`config.mk`:
```
export PLATFORM = sky130hd
export DESIGN_NAME = flash_page_stager
export DESIGN_NICKNAME = d
export VERILOG_FILES = /design/src/rtl/fpb_pkg.sv /design/src/rtl/fpb_addr_split.sv /design/src/rtl/fpb_merge.sv /design/src/rtl/fpb_store.sv /design/src/rtl/flash_page_stager.sv
export SDC_FILE = /design/constraint.sdc
export NUM_CORES = 1
export LEC_CHECK = 0
export BUFFER_PORTS_ARGS = -buffer_cell sky130_fd_sc_hd__buf_2
export CAP_MARGIN = 20
export CORE_ASPECT_RATIO = 0.6
export CORE_MARGIN = 3
export CORE_UTILIZATION = 49
export DETAILED_ROUTE_END_ITERATION = 10
export PLACE_DENSITY = 0.66
export SYNTH_ARGS = -nofsm -noshare
export SYNTH_HDL_FRONTEND = slang
export SYNTH_SLANG_ARGS = --single-unit
export TNS_END_PERCENT = 100
```
`constraint.sdc`:
```
create_clock -name clk -period 3.8 [get_ports clk]
set_input_delay 0.76 -clock clk [delete_from_list [all_inputs] [get_ports clk]]
set_output_delay 0.76 -clock clk [all_outputs]
set_load 0.01 [all_outputs]
```
`src/rtl/fpb_pkg.sv`:
```
package fpb_pkg;
  localparam int BYTE_W = 8;
  typedef logic [BYTE_W-1:0] byte_t;
  localparam byte_t ERASED = '1;
endpackage

```
`src/rtl/fpb_addr_split.sv`:
```
module fpb_addr_split #(
  parameter int IDX_W     = 6,
  parameter int HALF_PAGE = 1
) (
  input  logic [IDX_W+HALF_PAGE-1:0] offset,
  output logic [IDX_W-1:0]           idx,
  output logic                       half
);
  generate
    if (HALF_PAGE != 0) begin : g_half
      // low bits address the slot, the top bit names the half of the page
      assign idx  = offset[IDX_W-1:0];
      assign half = offset[IDX_W];
    end else begin : g_full
      assign idx  = offset[IDX_W-1:0];
      assign half = 1'b0;
    end
  endgenerate
endmodule

```
`src/rtl/fpb_merge.sv`:
```
module fpb_merge
  import fpb_pkg::*;
#(
  parameter bit ALLOW_MERGE = 1'b1
) (
  input  byte_t cur,
  input  logic  cur_loaded,
  input  byte_t incoming,
  output byte_t nxt
);
  generate
    if (ALLOW_MERGE) begin : g_and
      // bits only fall, as in the cells; all-ones is a no-op
      assign nxt = cur & incoming;
    end else begin : g_once
      // an unloaded slot is all-ones, so AND is a plain store there
      assign nxt = (!cur_loaded || incoming == ERASED) ? (cur & incoming) : cur;
    end
  endgenerate
endmodule

```
`src/rtl/fpb_store.sv`:
```
module fpb_store
  import fpb_pkg::*;
#(
  parameter int DEPTH       = 64,
  parameter bit ALLOW_MERGE = 1'b1,
  localparam int IDX_W      = $clog2(DEPTH)
) (
  input  logic             clk,
  input  logic             rst_n,
  input  logic             clr,
  input  logic             wr_en,
  input  logic [IDX_W-1:0] wr_idx,
  input  byte_t            wr_data,
  input  logic             rd_en,
  input  logic [IDX_W-1:0] rd_idx,
  output logic             rd_valid,
  output byte_t            rd_data,
  output logic             rd_loaded,
  output logic [DEPTH-1:0] mask
);
  byte_t            slot_w [DEPTH];
  logic [DEPTH-1:0] flag_w;

  generate
    for (genvar gi = 0; gi < DEPTH; gi++) begin : g_slot
      byte_t slot_q;
      logic  flag_q;
      byte_t slot_nxt;
      logic  hit;

      assign hit = wr_en && (wr_idx == IDX_W'(gi));

      fpb_merge #(.ALLOW_MERGE(ALLOW_MERGE)) i_merge (
        .cur        (slot_q),
        .cur_loaded (flag_q),
        .incoming   (wr_data),
        .nxt        (slot_nxt)
      );

      always_ff @(posedge clk or negedge rst_n) begin
        if (!rst_n) begin
          slot_q <= ERASED;
          flag_q <= 1'b0;
        end else if (clr) begin
          slot_q <= ERASED;
          flag_q <= 1'b0;
        end else if (hit) begin
          slot_q <= slot_nxt;
          flag_q <= 1'b1;
        end
      end

      assign slot_w[gi] = slot_q;
      assign flag_w[gi] = flag_q;
    end
  endgenerate

  assign mask = flag_w;

  always_ff @(posedge clk or negedge rst_n) begin
    if (!rst_n) begin
      rd_valid  <= 1'b0;
      rd_data   <= ERASED;
      rd_loaded <= 1'b0;
    end else begin
      rd_valid <= rd_en;
      if (rd_en) begin
        rd_data   <= slot_w[rd_idx];
        rd_loaded <= flag_w[rd_idx];
      end
    end
  end
endmodule

```
`src/rtl/flash_page_stager.sv`:
```
module flash_page_stager
  import fpb_pkg::*;
#(
  parameter int BUF_BYTES   = 64,
  parameter int HALF_PAGE   = 1,
  parameter bit ALLOW_MERGE = 1'b1,
  localparam int IDX_W      = $clog2(BUF_BYTES),
  localparam int OFF_W      = IDX_W + HALF_PAGE
) (
  input  logic                 clk,
  input  logic                 rst_n,
  input  logic                 ld_valid,
  output logic                 ld_ready,
  input  logic [OFF_W-1:0]     ld_offset,
  input  logic [7:0]           ld_data,
  input  logic                 prog_done,
  input  logic                 rd_en,
  input  logic [IDX_W-1:0]     rd_idx,
  output logic                 rd_valid,
  output logic [7:0]           rd_data,
  output logic                 rd_loaded,
  output logic [BUF_BYTES-1:0] loaded_mask,
  output logic                 tgt_half
);
  logic [IDX_W-1:0] ld_idx;
  logic             ld_half;
  logic             take;
  logic             half_q;

  // the clear wins over a load offered in the same cycle
  assign ld_ready = !prog_done;
  assign take     = ld_valid && ld_ready;

  fpb_addr_split #(.IDX_W(IDX_W), .HALF_PAGE(HALF_PAGE)) i_split (
    .offset (ld_offset),
    .idx    (ld_idx),
    .half   (ld_half)
  );

  fpb_store #(.DEPTH(BUF_BYTES), .ALLOW_MERGE(ALLOW_MERGE)) i_store (
    .clk       (clk),
    .rst_n     (rst_n),
    .clr       (prog_done),
    .wr_en     (take),
    .wr_idx    (ld_idx),
    .wr_data   (ld_data),
    .rd_en     (rd_en),
    .rd_idx    (rd_idx),
    .rd_valid  (rd_valid),
    .rd_data   (rd_data),
    .rd_loaded (rd_loaded),
    .mask      (loaded_mask)
  );

  always_ff @(posedge clk or negedge rst_n) begin
    if (!rst_n)         half_q <= 1'b0;
    else if (prog_done) half_q <= 1'b0;
    else if (take)      half_q <= ld_half;
  end

  assign tgt_half = half_q;
endmodule

```
After elaboration in Yosys (flattened, before gate mapping):

Index checks and enable logic that the tools add are counted.

* bits in registers: 587
* bits of input ports: 26
* output and inout bits: 76
* word-level logic and storage cells: 657

* order comparisons: 2
* equality and inequality tests: 63
* mux-type cells: 263
* bitwise gates (word level): 65
* reductions and logical operators: 132

Operators by type and width (count)
* two-way mux 8 bit: 130
* AND 8 bit: 64
* == test 6 bit, second input constant: 32
* two-way mux 1 bit: 131
* nonzero test 2 bit: 65
* == test 6 x 5 -> 1 bit, second input constant: 16
* logical AND 1 bit: 65
* binary-select mux 8 bit (select 6 bit): 1
* == test 6 x 4 -> 1 bit, second input constant: 8
* == test 6 x 3 -> 1 bit, second input constant: 4
* == test 6 x 2 -> 1 bit, second input constant: 2
* greater-or-equal comparator 7 bit, second input constant: 1
* less-than comparator 6 x 7 -> 1 bit, second input constant: 1
* inverter 6 -> 7 bit: 1
* binary-select mux 1 bit (select 6 bit): 1
* == test 6 x 1 -> 1 bit, second input constant: 1
* logical NOT 6 bit: 1
* logical NOT 1 bit: 1

Longest topological paths before layout:

* depth after elaboration: 5
* gate-level depth with buffers: 9
* mapped depth without buffers: 5

Cells and area by module:

A second synthesis with hierarchy kept.

* cell total of the unflattened synthesis: 3288
* area total of the unflattened synthesis: 33216.9 um^2

Modules (own cells, without submodules)
* fpb_store: instances 1, cells an instance 2764, area an instance 29912.4 um^2, sequential area each 15314.7 um^2
* fpb_merge: instances 64, cells an instance 8, area an instance 50.0 um^2, sequential area each 0.0 um^2
* fpb_addr_split: instances 1, cells an instance 7, area an instance 52.6 um^2, sequential area each 0.0 um^2
* flash_page_stager: instances 1, cells an instance 5, area an instance 48.8 um^2, sequential area each 25.0 um^2

Worst setup path before layout:

Ideal clock, no wire load.

* kind: input -> register
* from: input rd_idx[2]
* to: register i_store.rd_loaded
* library setup time: 0.143 ns
* arrival time: 2.253 ns
* setup slack: 1.404 ns
* stages: 8
* buffers on the path: 3
* cell sequence: buf_6 > buf_4 > buf_2 > mux4_2 > mux2_2 > a22oi_1 > o221a_2 > o221ai_1

* word-level cells in the longest chain between the ends: 2

RTL lines
* start: declaration: line flash_page_stager.sv:18 `input logic [IDX_W-1:0] rd_idx,`
* binary-select mux 1 bit (select 6 bit): line fpb_store.sv:69 `rd_loaded <= flag_w[rd_idx];`
* two-way mux 1 bit (implied by the code): line fpb_store.sv:69
* end signal: assignment: line fpb_store.sv:69
* end: declaration: line fpb_store.sv:18 `output logic rd_loaded,`

Every way passes these cells. The select of a mux whose other input is x is not followed.
A chain may end at the register's enable or synchronous reset.

Worst setup path in the final report:

* from: input prog_done
* to: output ld_ready

* word-level cells in the longest chain between the ends: 1

RTL lines
* start: declaration: line flash_page_stager.sv:16 `input logic prog_done,`
* logical NOT 1 bit: line flash_page_stager.sv:31 `assign ld_ready = !prog_done;`
* end: declaration: line flash_page_stager.sv:13 `output logic ld_ready,`

Every way passes these cells.

==> summary.md <==
| Metric | Value |
|---|---|
| Status | finished clean |
| CTS tree | built |
| Largest cells by area after synthesis | dfstp_2 52%, mux4_2 13%, o21ai_0 9.4% |
| Clock Path Buffers | 3 |
| Grt met2 use | around 38% |
| Detailed Route WL | 72.2 mm |
| Cell count after synthesis | around 2,300 |
| Setup tns final | 0 ns |
| Fin crit period | between 2 and 3 ns |
| Setup Crit Path Kind | in -> out |
| FFs w/ async S/R, synth | 100% |
| Core area | 53,000 sq um |
| Synth Register Bits | 587 |
| RSZ-0062 raised after global routing | no |
| Reg2reg path depth | 4 |
| Initial antenna violation count | 1 |
| Slew headroom | 32.5% |
| Number of flops mapped to enable cells by yosys | 0 |
| End point of the critical path | ld_ready |
| R2R Path Start | i_store.g_slot[7].slot_q[3] |
| Commonest cells in the netlist | 580 x nand2_1, 520 x dfstp_2, 498 x o21ai_0, 153 x mux4_2, 122 x clkbuf_1 |
| Max Freq | ~370 MHz |
| Fin crit share | between 70 and 80% |
| Clock latency on the worst-skew pair | 0.60 ns |
| Row cnt | 65 |
| Syn_nets | roughly 2,400 |
| Setup bufs post-CTS | 0 |
| M3 GR Usage | 5.91% |
| Worst-margin pin slew | 1.01 ns |
| DR pass1 iterations | 6 |
| Number of port buffers | 101 |
| CP arrival | about 1.9 ns |
| Setup violators final | 0 |
| PostCTS Resize Cnt | 0 |
| CTS buffer count | 54 |
| CTS clk-pin slew, worst paths | 0.07 ns |
| DRC Markers | 0 |
| Final Max Tran Viols | 0 |
| Startpoint types | input pin |
| Synthesis-to-finish area growth | 9.92% |
| Ports | around 100 |
| Hold buffers post-CTS | 0 |
| Grt peak-use layer | met1 |
| Peak supply drop | between 0.3 and 0.4 mV |
| Max_cap viols | 0 |
| DP Cell Count | 2,963 |
| Distinct cells, synth | 32 |
| Tot GR Track Use | 25.6% |
| Count leader, synth | nand2_1 |
| Most common flop cell mapped by yosys | dfstp_2 |
| Post-synth top area share | 51.5% |
| Total number of vias | 18,500 |
| Launch point of the worst path | prog_done |
| Final nets | ~2,300 |
| Synth Cell Area | ~27,000 sq um |
| Syn Area/Cell | 11.3 sq um |
| Critical Path RT | 3.04 ns |
| Die X-Extent | 306 um |
| P_leak | 10.6 nW |
| Wire length per cell | 23.5 um |
| Slack of the worst reg-to-reg path | 1.64 ns |
| Final Hold Viols | 0 |
| Vias in the first global route | about 18,000 |
| Grt total ovfl | 0 |
| # H-tree levels | 2 |
| Root buf cell | clkbuf_16 |
| Post-synthesis sequential area ratio | 57.8% |
| Met1 GRT Util | 38.7% |
| Overall Power | 12.9 mW |
| Largest net degree at the start of global routing | 181 |
| Synth area leader | dfstp_2 |
| Power per cell area | 442 nW/um^2 |
| Post-detailed-route count of antenna-violating nets | 0 |
| R2r endpoint | i_store.rd_data[3] |
| Worst min path class | in -> async |
| Placed cell area | 27,200 sq um |
| Clock sinks | around 590 |
| Avg Vias per Cell | 6.04 |
| First-pass GRT wire length | 113 mm |
| Max Clock Skew | 0.0286 ns |
| Initial DRC count | 2,090 |
| Worst Path Max Fanout | 65 |
| Die Y | 186 um |
| Starting density of the core | about half |
| Share of cells above drive strength 1 | 39.2% |
| DP Wirelength | around 46 mm |
| Gpl congestion | 0.872 |
| Yosys warnings | 0 |
| DIE AREA | 57,100 sq um |
| Fill cells | 4,399 |
| Non-Filler Instances | 3,067 |
| CP Capture Type | output pin |
| Post-route cell area | 29,200 sq um |
## critical path, cell delays in order
cell	delay, ns
buf_2	0.53
inv_8	0.30
buf_2	0.28
## cells by family (layout without fill, tap and decap cells)
| logic type | after synthesis | in the layout | share of synthesized area (%) |
|---|---|---|---|
| compound gates | 621 | 621 | 12.0 |
| buf+inv | 306 | 319 | 5.75 |
| flops | 587 | 587 | 57.8 |
| mux | 215 | 215 | 15.3 |
| other cells | 0 | 2 | 0 |
| simple gates | 620 | 620 | 9.10 |
## layout make-up
type | instances | area, sq um | area share, %
Antenna cell | 2 | 5.00 | 0.0172
Clock buffer | 78 | 1580 | 5.43
Clock inverter | 22 | 297 | 1.02
Inverter | 67 | 259 | 0.888
Multi-Input combinational cell | 1456 | 9690 | 33.2
Sequential cell | 587 | 15300 | 52.6
Tap cell | 703 | 880 | 3.02
Timing Repair Buffer | 152 | 1100 | 3.78
## power by group
group          switching [mW]  internal (mW)
Clock                    2.45           3.37
Sequential             0.0255           6.32
Combinational           0.534          0.191
Total                    3.01           9.88
## worst min path at each step
stage / from / endpoint / slack [ns] / cells past startpoint
floorplan: rst_n / i_store.g_slot[0].flag_q / 0.46 / 0
global placement: i_store.g_slot[18].slot_q[7] / i_store.g_slot[18].slot_q[7] / 0.46 / 2
detailed placement: i_store.g_slot[23].slot_q[1] / i_store.g_slot[23].slot_q[1] / 0.47 / 2
CTS: rst_n / i_store.rd_valid / 0.19 / 1
global route: rst_n / i_store.rd_valid / 0.22 / 1
finish: rst_n / i_store.rd_valid / 0.18 / 1
## metrics by stage
| stage | utilization (%) | worst slack [ns] | hold slack [ns] |
|---|---|---|---|
| finish | 55.0 | 1.12 | 0.181 |
| global route | 55.0 | 0.947 | 0.219 |
| CTS | 54.9 | 1.13 | 0.186 |
| detailed placement | 51.4 | 0.593 | 0.467 |
| global placement | 51.4 | 0.684 | 0.461 |
| floorplan | - | 1.40 | 0.455 |
## metal layers
| metal | share of wire [%] | up-vias |
|---|---|---|
| met5 | 0 | - |
| met4 | 2.4 | 0 |
| met3 | 8.7 | 103 |
| met2 | 44 | 773 |
| met1 | 45 | 9633 |
| li1 | - | 8001 |
## placed cells by master, fill, tap and decap left out, types with 3 or more instances in the layout
cell type | netlist | final
clkbuf_16 | 0 | 55
nor2b_1 | 9 | 9
mux2_2 | 4 | 4
clkinv_2 | 0 | 11
o22ai_1 | 7 | 7
mux2i_1 | 58 | 58
buf_4 | 80 | 37
inv_1 | 66 | 66
o21ai_0 | 498 | 498
buf_12 | 0 | 15
mux4_2 | 153 | 153
nand2b_1 | 6 | 6
a21oi_1 | 14 | 14
buf_2 | 13 | 97
a221oi_1 | 9 | 9
dfstp_2 | 520 | 520
nor2_1 | 11 | 11
bufinv_16 | 0 | 7
clkbuf_1 | 122 | 11
nand2_1 | 580 | 580
clkinvlp_4 | 0 | 3
dfrtp_1 | 67 | 67
clkbuf_8 | 0 | 13
o21ai_1 | 87 | 87
nor3_1 | 6 | 6
## sequential cells by signal (all words and copies together), names as in the netlist
signal,count
tgt_half,1
i_store.rd_loaded,1
i_store.g_slot.flag_q,64
i_store.rd_valid,1
i_store.rd_data,8
i_store.g_slot.slot_q,512
(Power assumes the default switching activity.)
